File: config.mk
export PLATFORM = sky130hd
export DESIGN_NAME = mc_core
export DESIGN_NICKNAME = d
export VERILOG_FILES = /design/src/rtl/mc_pkg.sv /design/src/rtl/mc_alu.sv /design/src/rtl/mc_regfile.sv /design/src/rtl/mc_datapath.sv /design/src/rtl/mc_control.sv /design/src/rtl/mc_core.sv
export SDC_FILE = /design/constraint.sdc
export NUM_CORES = 2
export LEC_CHECK = 0
export ABC_AREA = 0
export ABC_CLOCK_PERIOD_IN_PS = 4200
export BUFFER_PORTS_ARGS = -buffer_cell sky130_fd_sc_hd__buf_2
export CAP_MARGIN = 20
export CORE_MARGIN = 2
export CORE_UTILIZATION = 25
export DETAILED_ROUTE_END_ITERATION = 12
export PLACE_DENSITY = 0.45
export SYNTH_ARGS = -nofsm -noshare
export SYNTH_HDL_FRONTEND = slang
export SYNTH_SLANG_ARGS = --single-unit
File: constraint.sdc
create_clock -name clk -period 4.2 [get_ports clk]
set_clock_uncertainty 0.1 [all_clocks]
set_input_delay 0.21 -clock clk [delete_from_list [all_inputs] [get_ports clk]]
set_output_delay 0.21 -clock clk [all_outputs]
set_load 0.005 [all_outputs]
File: src/rtl/mc_pkg.sv
package mc_pkg;

  localparam int XLEN = 32;
  localparam int REG_COUNT = 32;
  localparam int REG_IDX_W = $clog2(REG_COUNT);

  // step codes; the values are part of the block's behaviour
  typedef enum logic [3:0] {
    ST_FETCH  = 4'b0000,
    ST_DECODE = 4'b0001,
    ST_SKIP   = 4'b0010,
    ST_BEQ    = 4'b0011,
    ST_RX     = 4'b0100,
    ST_RWB    = 4'b0101,
    ST_OX     = 4'b0110,
    ST_OWB    = 4'b0111,
    ST_LADR   = 4'b1000,
    ST_LMEM   = 4'b1001,
    ST_LWB    = 4'b1010,
    ST_SADR   = 4'b1011,
    ST_SMEM   = 4'b1100
  } mcState_t;

  typedef enum logic [2:0] {
    ALU_ADD  = 3'd0,
    ALU_SUB  = 3'd1,
    ALU_AND  = 3'd2,
    ALU_OR   = 3'd3,
    ALU_SLT  = 3'd4,
    ALU_ZERO = 3'd5
  } aluOp_t;

  localparam logic [5:0] OP_RTYPE = 6'h00;
  localparam logic [5:0] OP_BEQ   = 6'h04;
  localparam logic [5:0] OP_ORI   = 6'h0D;
  localparam logic [5:0] OP_LW    = 6'h23;
  localparam logic [5:0] OP_SW    = 6'h2B;

  localparam logic [5:0] FN_ADD = 6'h20;
  localparam logic [5:0] FN_SUB = 6'h22;
  localparam logic [5:0] FN_AND = 6'h24;
  localparam logic [5:0] FN_OR  = 6'h25;
  localparam logic [5:0] FN_SLT = 6'h2A;

  // strobes from the sequencer to the datapath
  typedef struct packed {
    logic   irLoad;
    logic   abLoad;
    logic   sLoad;
    logic   mLoad;
    aluOp_t aluOp;
    logic   aluSrcImm;
    logic   immSigned;
    logic   memWrite;
    logic   memUseS;
    logic   regWrite;
    logic   regDstRd;
    logic   regFromMem;
    logic   pcStep;
    logic   pcBranch;
  } ctrlStrobes_t;

endpackage

File: src/rtl/mc_alu.sv
module mc_alu
  import mc_pkg::*;
#(
  parameter int W = XLEN
) (
  input  logic [W-1:0] opA,
  input  logic [W-1:0] opB,
  input  aluOp_t       op,
  output logic [W-1:0] result
);

  always_comb begin
    case (op)
      ALU_ADD: result = opA + opB;
      ALU_SUB: result = opA - opB;
      ALU_AND: result = opA & opB;
      ALU_OR:  result = opA | opB;
      ALU_SLT: result = {{(W-1){1'b0}}, ($signed(opA) < $signed(opB))};
      default: result = '0;
    endcase
  end

endmodule

File: src/rtl/mc_regfile.sv
module mc_regfile #(
  parameter int W    = 32,
  parameter int NREG = 32,
  localparam int AW  = $clog2(NREG)
) (
  input  logic          clk,
  input  logic          rst,
  input  logic [AW-1:0] rdAddrA,
  input  logic [AW-1:0] rdAddrB,
  input  logic          wrEn,
  input  logic [AW-1:0] wrAddr,
  input  logic [W-1:0]  wrData,
  output logic [W-1:0]  rdDataA,
  output logic [W-1:0]  rdDataB
);

  logic [W-1:0] regs [NREG];

  always_ff @(posedge clk) begin
    if (rst) begin
      for (int i = 0; i < NREG; i++) regs[i] <= '0;
    end else if (wrEn && (wrAddr != '0)) begin
      regs[wrAddr] <= wrData;
    end
  end

  // entry 0 is hard-wired to zero on the read side
  assign rdDataA = (rdAddrA == '0) ? '0 : regs[rdAddrA];
  assign rdDataB = (rdAddrB == '0) ? '0 : regs[rdAddrB];

endmodule

File: src/rtl/mc_datapath.sv
module mc_datapath
  import mc_pkg::*;
#(
  parameter int ADDR_W = 16
) (
  input  logic              clk,
  input  logic              rst,
  input  ctrlStrobes_t      ctrl,
  input  logic [XLEN-1:0]   memRdata,
  output logic [ADDR_W-1:0] memAddr,
  output logic [XLEN-1:0]   memWdata,
  output logic [5:0]        opcode,
  output logic [5:0]        funct,
  output logic [XLEN-1:0]   pcOut
);

  localparam int IMM_W = 16;
  localparam int EXT_W = XLEN - IMM_W;

  logic [XLEN-1:0] pcReg, irReg, aReg, bReg, sReg, mReg;
  logic [XLEN-1:0] rfA, rfB, immExt, aluB, aluOut;
  logic [XLEN-1:0] pcPlus4, branchTarget, wrData;
  logic [REG_IDX_W-1:0] rsIdx, rtIdx, rdIdx, wrIdx;

  assign opcode = irReg[31:26];
  assign rsIdx  = irReg[25:21];
  assign rtIdx  = irReg[20:16];
  assign rdIdx  = irReg[15:11];
  assign funct  = irReg[5:0];

  assign immExt = ctrl.immSigned ? {{EXT_W{irReg[IMM_W-1]}}, irReg[IMM_W-1:0]}
                                 : {{EXT_W{1'b0}}, irReg[IMM_W-1:0]};
  assign aluB   = ctrl.aluSrcImm ? immExt : bReg;

  assign pcPlus4      = pcReg + XLEN'(4);
  assign branchTarget = pcPlus4 + {{(EXT_W-2){irReg[IMM_W-1]}}, irReg[IMM_W-1:0], 2'b00};

  assign wrIdx  = ctrl.regDstRd ? rdIdx : rtIdx;
  assign wrData = ctrl.regFromMem ? mReg : sReg;

  mc_regfile #(.W(XLEN), .NREG(REG_COUNT)) regFile (
    .clk     (clk),
    .rst     (rst),
    .rdAddrA (rsIdx),
    .rdAddrB (rtIdx),
    .wrEn    (ctrl.regWrite),
    .wrAddr  (wrIdx),
    .wrData  (wrData),
    .rdDataA (rfA),
    .rdDataB (rfB)
  );

  mc_alu #(.W(XLEN)) alu (
    .opA    (aReg),
    .opB    (aluB),
    .op     (ctrl.aluOp),
    .result (aluOut)
  );

  always_ff @(posedge clk) begin
    if (rst) begin
      pcReg <= '0;
      irReg <= '0;
      aReg  <= '0;
      bReg  <= '0;
      sReg  <= '0;
      mReg  <= '0;
    end else begin
      if (ctrl.irLoad) irReg <= memRdata;
      if (ctrl.abLoad) begin
        aReg <= rfA;
        bReg <= rfB;
      end
      if (ctrl.sLoad) sReg <= aluOut;
      if (ctrl.mLoad) mReg <= memRdata;
      if (ctrl.pcBranch) pcReg <= (aReg == bReg) ? branchTarget : pcPlus4;
      else if (ctrl.pcStep) pcReg <= pcPlus4;
    end
  end

  assign memAddr  = ctrl.memUseS ? sReg[ADDR_W+1:2] : pcReg[ADDR_W+1:2];
  assign memWdata = bReg;
  assign pcOut    = pcReg;

endmodule

File: src/rtl/mc_control.sv
module mc_control
  import mc_pkg::*;
(
  input  logic         clk,
  input  logic         rst,
  input  logic [5:0]   opcode,
  input  logic [5:0]   funct,
  output ctrlStrobes_t ctrl,
  output mcState_t     stateOut
);

  mcState_t state, nextState;
  aluOp_t   functOp;

  always_comb begin
    case (funct)
      FN_ADD:  functOp = ALU_ADD;
      FN_SUB:  functOp = ALU_SUB;
      FN_AND:  functOp = ALU_AND;
      FN_OR:   functOp = ALU_OR;
      FN_SLT:  functOp = ALU_SLT;
      default: functOp = ALU_ZERO;
    endcase
  end

  always_comb begin
    ctrl      = '0;
    nextState = ST_FETCH;
    case (state)
      ST_FETCH: begin
        ctrl.irLoad = 1'b1;
        nextState   = ST_DECODE;
      end
      ST_DECODE: begin
        ctrl.abLoad = 1'b1;
        case (opcode)
          OP_RTYPE: nextState = ST_RX;
          OP_ORI:   nextState = ST_OX;
          OP_LW:    nextState = ST_LADR;
          OP_SW:    nextState = ST_SADR;
          OP_BEQ:   nextState = ST_BEQ;
          default:  nextState = ST_SKIP;
        endcase
      end
      ST_SKIP: ctrl.pcStep = 1'b1;
      ST_BEQ:  ctrl.pcBranch = 1'b1;
      ST_RX: begin
        ctrl.sLoad = 1'b1;
        ctrl.aluOp = functOp;
        nextState  = ST_RWB;
      end
      ST_RWB: begin
        ctrl.regWrite = 1'b1;
        ctrl.regDstRd = 1'b1;
        ctrl.pcStep   = 1'b1;
      end
      ST_OX: begin
        ctrl.sLoad     = 1'b1;
        ctrl.aluOp     = ALU_OR;
        ctrl.aluSrcImm = 1'b1;
        nextState      = ST_OWB;
      end
      ST_OWB: begin
        ctrl.regWrite = 1'b1;
        ctrl.pcStep   = 1'b1;
      end
      ST_LADR, ST_SADR: begin
        ctrl.sLoad     = 1'b1;
        ctrl.aluOp     = ALU_ADD;
        ctrl.aluSrcImm = 1'b1;
        ctrl.immSigned = 1'b1;
        nextState      = (state == ST_LADR) ? ST_LMEM : ST_SMEM;
      end
      ST_LMEM: begin
        ctrl.mLoad   = 1'b1;
        ctrl.memUseS = 1'b1;
        nextState    = ST_LWB;
      end
      ST_LWB: begin
        ctrl.regWrite   = 1'b1;
        ctrl.regFromMem = 1'b1;
        ctrl.pcStep     = 1'b1;
      end
      ST_SMEM: begin
        ctrl.memWrite = 1'b1;
        ctrl.memUseS  = 1'b1;
        ctrl.pcStep   = 1'b1;
      end
      default: nextState = ST_FETCH;
    endcase
  end

  always_ff @(posedge clk) begin
    if (rst) state <= ST_FETCH;
    else     state <= nextState;
  end

  assign stateOut = state;

endmodule

File: src/rtl/mc_core.sv
module mc_core
  import mc_pkg::*;
#(
  parameter int ADDR_W = 16
) (
  input  logic              clk,
  input  logic              rst,
  output logic [ADDR_W-1:0] memAddr,
  output logic [XLEN-1:0]   memWdata,
  output logic              memWe,
  input  logic [XLEN-1:0]   memRdata
);

  ctrlStrobes_t    ctrlBus;
  mcState_t        curState;
  logic [5:0]      opcode, funct;
  logic [XLEN-1:0] pcValue;

  mc_control control (
    .clk      (clk),
    .rst      (rst),
    .opcode   (opcode),
    .funct    (funct),
    .ctrl     (ctrlBus),
    .stateOut (curState)
  );

  mc_datapath #(.ADDR_W(ADDR_W)) datapath (
    .clk      (clk),
    .rst      (rst),
    .ctrl     (ctrlBus),
    .memRdata (memRdata),
    .memAddr  (memAddr),
    .memWdata (memWdata),
    .opcode   (opcode),
    .funct    (funct),
    .pcOut    (pcValue)
  );

  assign memWe = ctrlBus.memWrite;

endmodule

==> Word-level counts from Yosys, hierarchy flattened <==
Memories as Yosys holds them, arrays and structs flattened. A register that Yosys moved wholly into a read port is not among the register bits.
Cells that the tools add are included.
{ "word_totals": {"reg_bits": 196, "ramBits": 1024, "in_bits": 34, "out_inout_bits": 49, "word_cells": 97, "mem_count": 1} }
{ "op_classes": {"add_sub_neg": 4, "order_cmp": 1, "n_eq_ne": 26, "muxes": 41, "bitwise_logic": 2, "n_reduce_logical": 15} }
{ "mem_list": {"columns": ["memory", "words", "word_bits", "rd", "rd_ports_with_merged_regs", "wr", "line_no", "text"], "rows": [
  ["datapath.regFile.regs", 32, 32, 2, 2, 32, "mc_regfile.sv:17", "logic [W-1:0] regs [NREG];"]
]} }
{ "ops": {"columns": ["cell", "n"], "rows": [
  ["$mux W32", 9],
  ["$pmux W32 S5", 1],
  ["$add A32 B32 Y32", 2],
  ["$eq A6 B6 Y1 const B", 7],
  ["$add A32 B3 Y32 const B", 1],
  ["$and A32 B32 Y32", 1],
  ["$eq A32 B32 Y1", 1],
  ["$lt A32 B32 Y1", 1],
  ["$or A32 B32 Y32", 1],
  ["$reduce_or A32 Y1", 1],
  ["$sub A32 B32 Y32", 1],
  ["$mux W5", 6],
  ["$pmux W4 S6", 1],
  ["$eq A4 B4 Y1 const B", 5],
  ["$pmux W4 S5", 1],
  ["$mux W1", 19],
  ["$eq A4 B3 Y1 const B", 4],
  ["$mux W16", 1],
  ["$pmux W3 S5", 1],
  ["$logic_not A5 Y1", 2],
  ["$eq A4 B2 Y1 const B", 2],
  ["$eq A3 B2 Y1 const B", 2],
  ["$eq A6 B3 Y1 const B", 1],
  ["$eq A6 B4 Y1 const B", 1],
  ["other kinds (15)", 17]
]} }

==> Depth between registers and ports, before layout <==
{ "logic_depth": {"ltp_word": 10, "mapped_depth": 20, "mapped_depth_nobuf": 18} }

==> By module <==
A second synthesis with hierarchy kept.
{ "hier_totals": {"hier_cells": 5492, "area_unflattened_um2": 70186.1} }
{ "by_module_without_submodules": {"columns": ["module", "n_inst", "cells_each", "area_per_inst_um2"], "rows": [
  ["mc_regfile", 1, 3502, 54253.3],
  ["mc_datapath", 1, 1182, 10610.2],
  ["mc_alu", 1, 738, 4833.4],
  ["mc_control", 1, 70, 489.2]
]} }

==> Least setup slack after synthesis <==
OpenSTA, ideal clock, no wires.
{ "synth_path": {"path_kind": "reg-to-reg", "startpoint": "register control.state[2] (netlist: control.stateOut[2])", "endpoint": "register datapath.sReg[21]", "t_arrival_ps": 4432, "slack_ps": -459, "stages_incl_launch_ff": 20, "path_buffers": 2, "cell_sequence": "dfxtp_1 > nor2b_1 > clkbuf_1 > nand2b_1 > nand2_1 > a22o_1 > buf_1 > mux2_2 > inv_1 > ha_1 > o21ba_1 > or4_4 > a211oi_2 > o2111ai_1 > a211o_1 > and2_4 > a221o_1 > a221o_1 > a22oi_1 > nor2_1"} }
{ "synth_between": {"elab_chain_len": 7, "word_cells_on_any_way": 23, "classes_between": "add/sub (2); eq/ne (8); mux (7); bitwise (2); reduce/logical (4)"} }
{ "synth_rtl": {"columns": ["item", "line_no", "text"], "rows": [
  ["start: declaration", "mc_control.sv:12", "mcState_t state, nextState;"],
  ["start signal: assignment", "mc_control.sv:95", "else state <= nextState;"],
  ["$eq A4 B4 Y1", "mc_control.sv:29", "case (state)"],
  ["$reduce_or A2 Y1", null, null],
  ["$mux W1", "mc_control.sv:29", null],
  ["$mux W32", "mc_datapath.sv:31", "assign immExt = ctrl.immSigned ? {{EXT_W{irReg[IMM_W-1]}}, irReg[IMM_W-1:0]}"],
  ["$mux W32", "mc_datapath.sv:33", "assign aluB = ctrl.aluSrcImm ? immExt : bReg;"],
  ["$sub A32 B32 Y32 (tied with other cells)", "mc_alu.sv:15", "ALU_SUB: result = opA - opB;"],
  ["$pmux W32 S5", "mc_alu.sv:13", "case (op)"],
  ["end signal: assignment", "mc_datapath.sv:74", "if (ctrl.sLoad) sReg <= aluOut;"],
  ["end: declaration", "mc_datapath.sv:20", "logic [XLEN-1:0] pcReg, irReg, aReg, bReg, sReg, mReg;"]
]} }
Parallel ways exist; a longest one is shown, timed or not.
A chain may end at the register's enable or synchronous reset.

==> Final worst setup path <==
Ends and elaborated chain as after synthesis.

==> results.json <==
{
  "grt_pass1_vias": 46100,
  "period_needed_ns": 4.41,
  "dpl.hpwl_um": 157000,
  "synth_fa_ha_area_share_pct": 2.49,
  "wire_per_inst_um": 27.5,
  "p_switching_uw": 16700,
  "synth_compound_area_share_pct": 5.28,
  "grt_pass1_wl_um": 346000,
  "swShare_pct": 36.0,
  "synth_sequential_area_ratio_pct": 53.1,
  "yosys.area_share.simple_pct": 10.7,
  "synth_most_common_cell": "nor2_1",
  "critPathCaptureType": "flop",
  "p_leak_uw": 0.0261,
  "finish.utilization_pct": 30.4,
  "die-area_um2": 265000,
  "synthXorXnorAreaFrac_pct": 0.969,
  "power_uw": 46300,
  "clk_latency_ns": 0.81,
  "synth_edf_count": 1024,
  "cts_tree": "done",
  "dr.pass1.iters": 5,
  "die_x_um": 514,
  "cts_buffers": 145,
  "clock-sinks": 1214,
  "grt_max_degree": 142,
  "initial_core_util_pct": 25.1,
  "netlist_top_cells_count": "nor2_1 (1259), edfxtp_1 (1024), mux4_2 (640)",
  "coreArea_um2": 259000,
  "finalHoldViolCount": 1,
  "required_ns": 4.76,
  "synthDistinctLibCells": 71,
  "critPathMaxFanout": 5,
  "synth.avg_cell_area_um2": 13.0,
  "fin_crit_sh_pct": 105,
  "syn_to_final_growth_pct": 21.2,
  "worst_slew_pin_slew_ns": 0.983,
  "whs_ns": -0.0311,
  "rsz0062_at_grt": "true",
  "htree_levels": 4,
  "synth_ff_type": "edfxtp_1",
  "routed_wl_um": 244000,
  "synth_mux_area_share_pct": 24.3,
  "drt_iter0_markers": 4461,
  "die_h_um": 514,
  "violations": "hold timing, setup timing",
  "vdd_drop_max_mv": 0.479,
  "setup_violations": 11,
  "fill_cells": 26000,
  "clkTransAtPathRegs_ns": 0.06,
  "yosysTopAreaCell": "edfxtp_1",
  "pwr_density_cell_nw_per_um2": 586,
  "cap_viol_max_count": 0,
  "setup.worst_path.class": "reg -> reg",
  "combPwrFrac_pct": 40.8,
  "yosysTopAreaCellShare_pct": 47.2,
  "crit_arrival_ns": 4.97,
  "synthCells": 5021,
  "grt_antenna_before_repair": 9,
  "vias_per_cell": 5.14,
  "clockBufferDepth": 3,
  "synth-seq-cells": 1214,
  "setup_ws_ns": -0.209,
  "slew_headroom_pct": 34.2,
  "synthTopCellsByArea": "edfxtp_1 (47%), mux4_2 (22%), nor2_1 (7.3%)",
  "rows": 187,
  "status": "finished with violations",
  "cts_root_buf": "clkbuf_16",
  "slew_violations": 0,
  "remaining_drc_errors": 0,
  "ys_warn_count": 0,
  "syn_area_um2": 65100,
  "synth_top_family_by_area": "multiplexers",
  "cp-start-kind": "flop",
  "pwr-share-seq_pct": 32.0,
  "ant_nets": 0,
  "internal-power_uw": 29600,
  "grtUsageTotal_pct": 18.2,
  "grt-ovfl-total": 0,
  "layout-drive-gt1-share_pct": 29.9,
  "synth-async-reset-ratio_pct": 0,
  "vias": 45600,
  "clockPowerShare_pct": 27.2,
  "portBuffers": 82,
  "regToRegSetupSlack_ns": -0.21,
  "fmaxAchievable_mhz": 227,
  "hold_path.class": "in -> reg",
  "gp_congestion": 0.860,
  "num_io_pins": 83,
  "nNetsFinal": 5508
}
per-stage QoR:
step	setup slack [ns]	area, µm²	instances	TNS (ns)	hold slack, ns
after floorplan	-0.000435	65300	5052	-0.000435	0.246
after global placement	-0.471	72700	8507	-4.62	0.360
after detailed placement	-0.468	72700	8507	-5.29	0.356
after CTS	-0.296	78300	8850	-1.80	0.0236
after global routing	-0.312	78900	8865	-3.04	0.0385
final	-0.209	78900	8866	-1.22	-0.0311
registers in the layout (all words and copies together), names as in the netlist, named ones only:
signal                 count
datapath.pcOut            16
datapath.regFile.regs   1024
datapath.aReg             32
datapath.memWdata         32
datapath.sReg             32
datapath.mReg             32
control.stateOut           4
datapath.irReg            32
area by class of cell:
class,count,area [µm²],area share [%]
Clock inverter,80,749,0.950
Timing Repair Buffer,604,5180,6.56
Sequential cell,1214,34600,43.8
Antenna cell,2,5.00,0.00634
Multi-Input combinational cell,3278,29900,37.9
Inverter,103,394,0.499
Tap cell,3402,4260,5.39
Clock buffer,183,3870,4.90
placed cells by master, fill, tap and decap left out, types with 16 or more instances in the layout:
cell,n
a21o_1,28
a21oi_1,245
a22oi_1,16
buf_12,49
buf_2,81
buf_4,389
clkbuf_1,33
clkbuf_16,149
clkinv_1,27
clkinv_2,24
conb_1,32
dfxtp_1,177
dlygate4sd3_1,73
edfxtp_1,1024
ha_1,108
inv_1,94
mux2_2,23
mux2i_1,70
mux2i_4,32
mux4_2,640
nand2_1,213
nand2_2,35
nand2b_2,31
nand3_1,21
nor2_1,1256
nor3_1,28
nor4_1,16
o21a_1,21
o21ai_0,68
xnor2_1,28
xor2_1,43
kinds of logic after synthesis:
logic type,Yosys count
compound gates,557
flops,1214
xor+xnor,72
buf+inv,560
mux,774
simple gates,1715
other cells,1
fa+ha+maj,128
critical path, cell delays in order (launching register included):
cell,delay [ns]
dfxtp_4,0.37
nor2b_4,0.18
nand2b_4,0.06
nand2_2,0.05
a22o_1,0.17
buf_12,0.15
buf_12,0.12
mux2_4,0.32
inv_4,0.07
ha_4,0.19
or4_4,0.56
a211oi_4,0.41
o2111ai_4,0.18
a211o_1,0.38
and2_4,0.18
a221o_1,0.28
a221o_1,0.31
a22oi_2,0.12
nor2_1,0.05
metal layers:
metal | vias up | wire [µm] | part of all wire [%] | global-route usage (%)
li1 | 19400 | - | - | -
met1 | 24000 | 103000 | 42 | 24.3
met2 | 1738 | 119000 | 49 | 30.6
met3 | 381 | 15700 | 6.4 | 2.75
met4 | 0 | 6440 | 2.6 | 4.94
met5 | - | 0 | 0 | 0
power by group through the flow:
stage	sequential, µW	clock [µW]	combinational [µW]
3_5_place_dp	15000	0	17300
4_1_cts	14800	12800	17800
6_report	14800	12600	18900
5_1_grt	14900	13300	20000
2_1_floorplan	14400	0	10700
3_3_place_gp	15000	0	17300
what timing repair did:
item | CTS | global route
hold buffers | 73 | 0
gates cloned | 0 | 0
pin swaps | 18 | 50
resized for setup | 40 | 116
setup endpoints to repair | 24 | 25
endpoints found under the hold margin | 106 | 0
setup buffers | 7 | 14
final timing paths:
kind                            start                 to  cells past startpoint
hold / removal                    rst  datapath.aReg[20]                      3
hold reg to reg    datapath.irReg[23]               flop                      2
setup reg to reg  control.stateOut[2]  datapath.sReg[21]                     18
setup / recovery  control.stateOut[2]  datapath.sReg[21]                     18
Note: power is estimated with default switching activity, not from simulation.
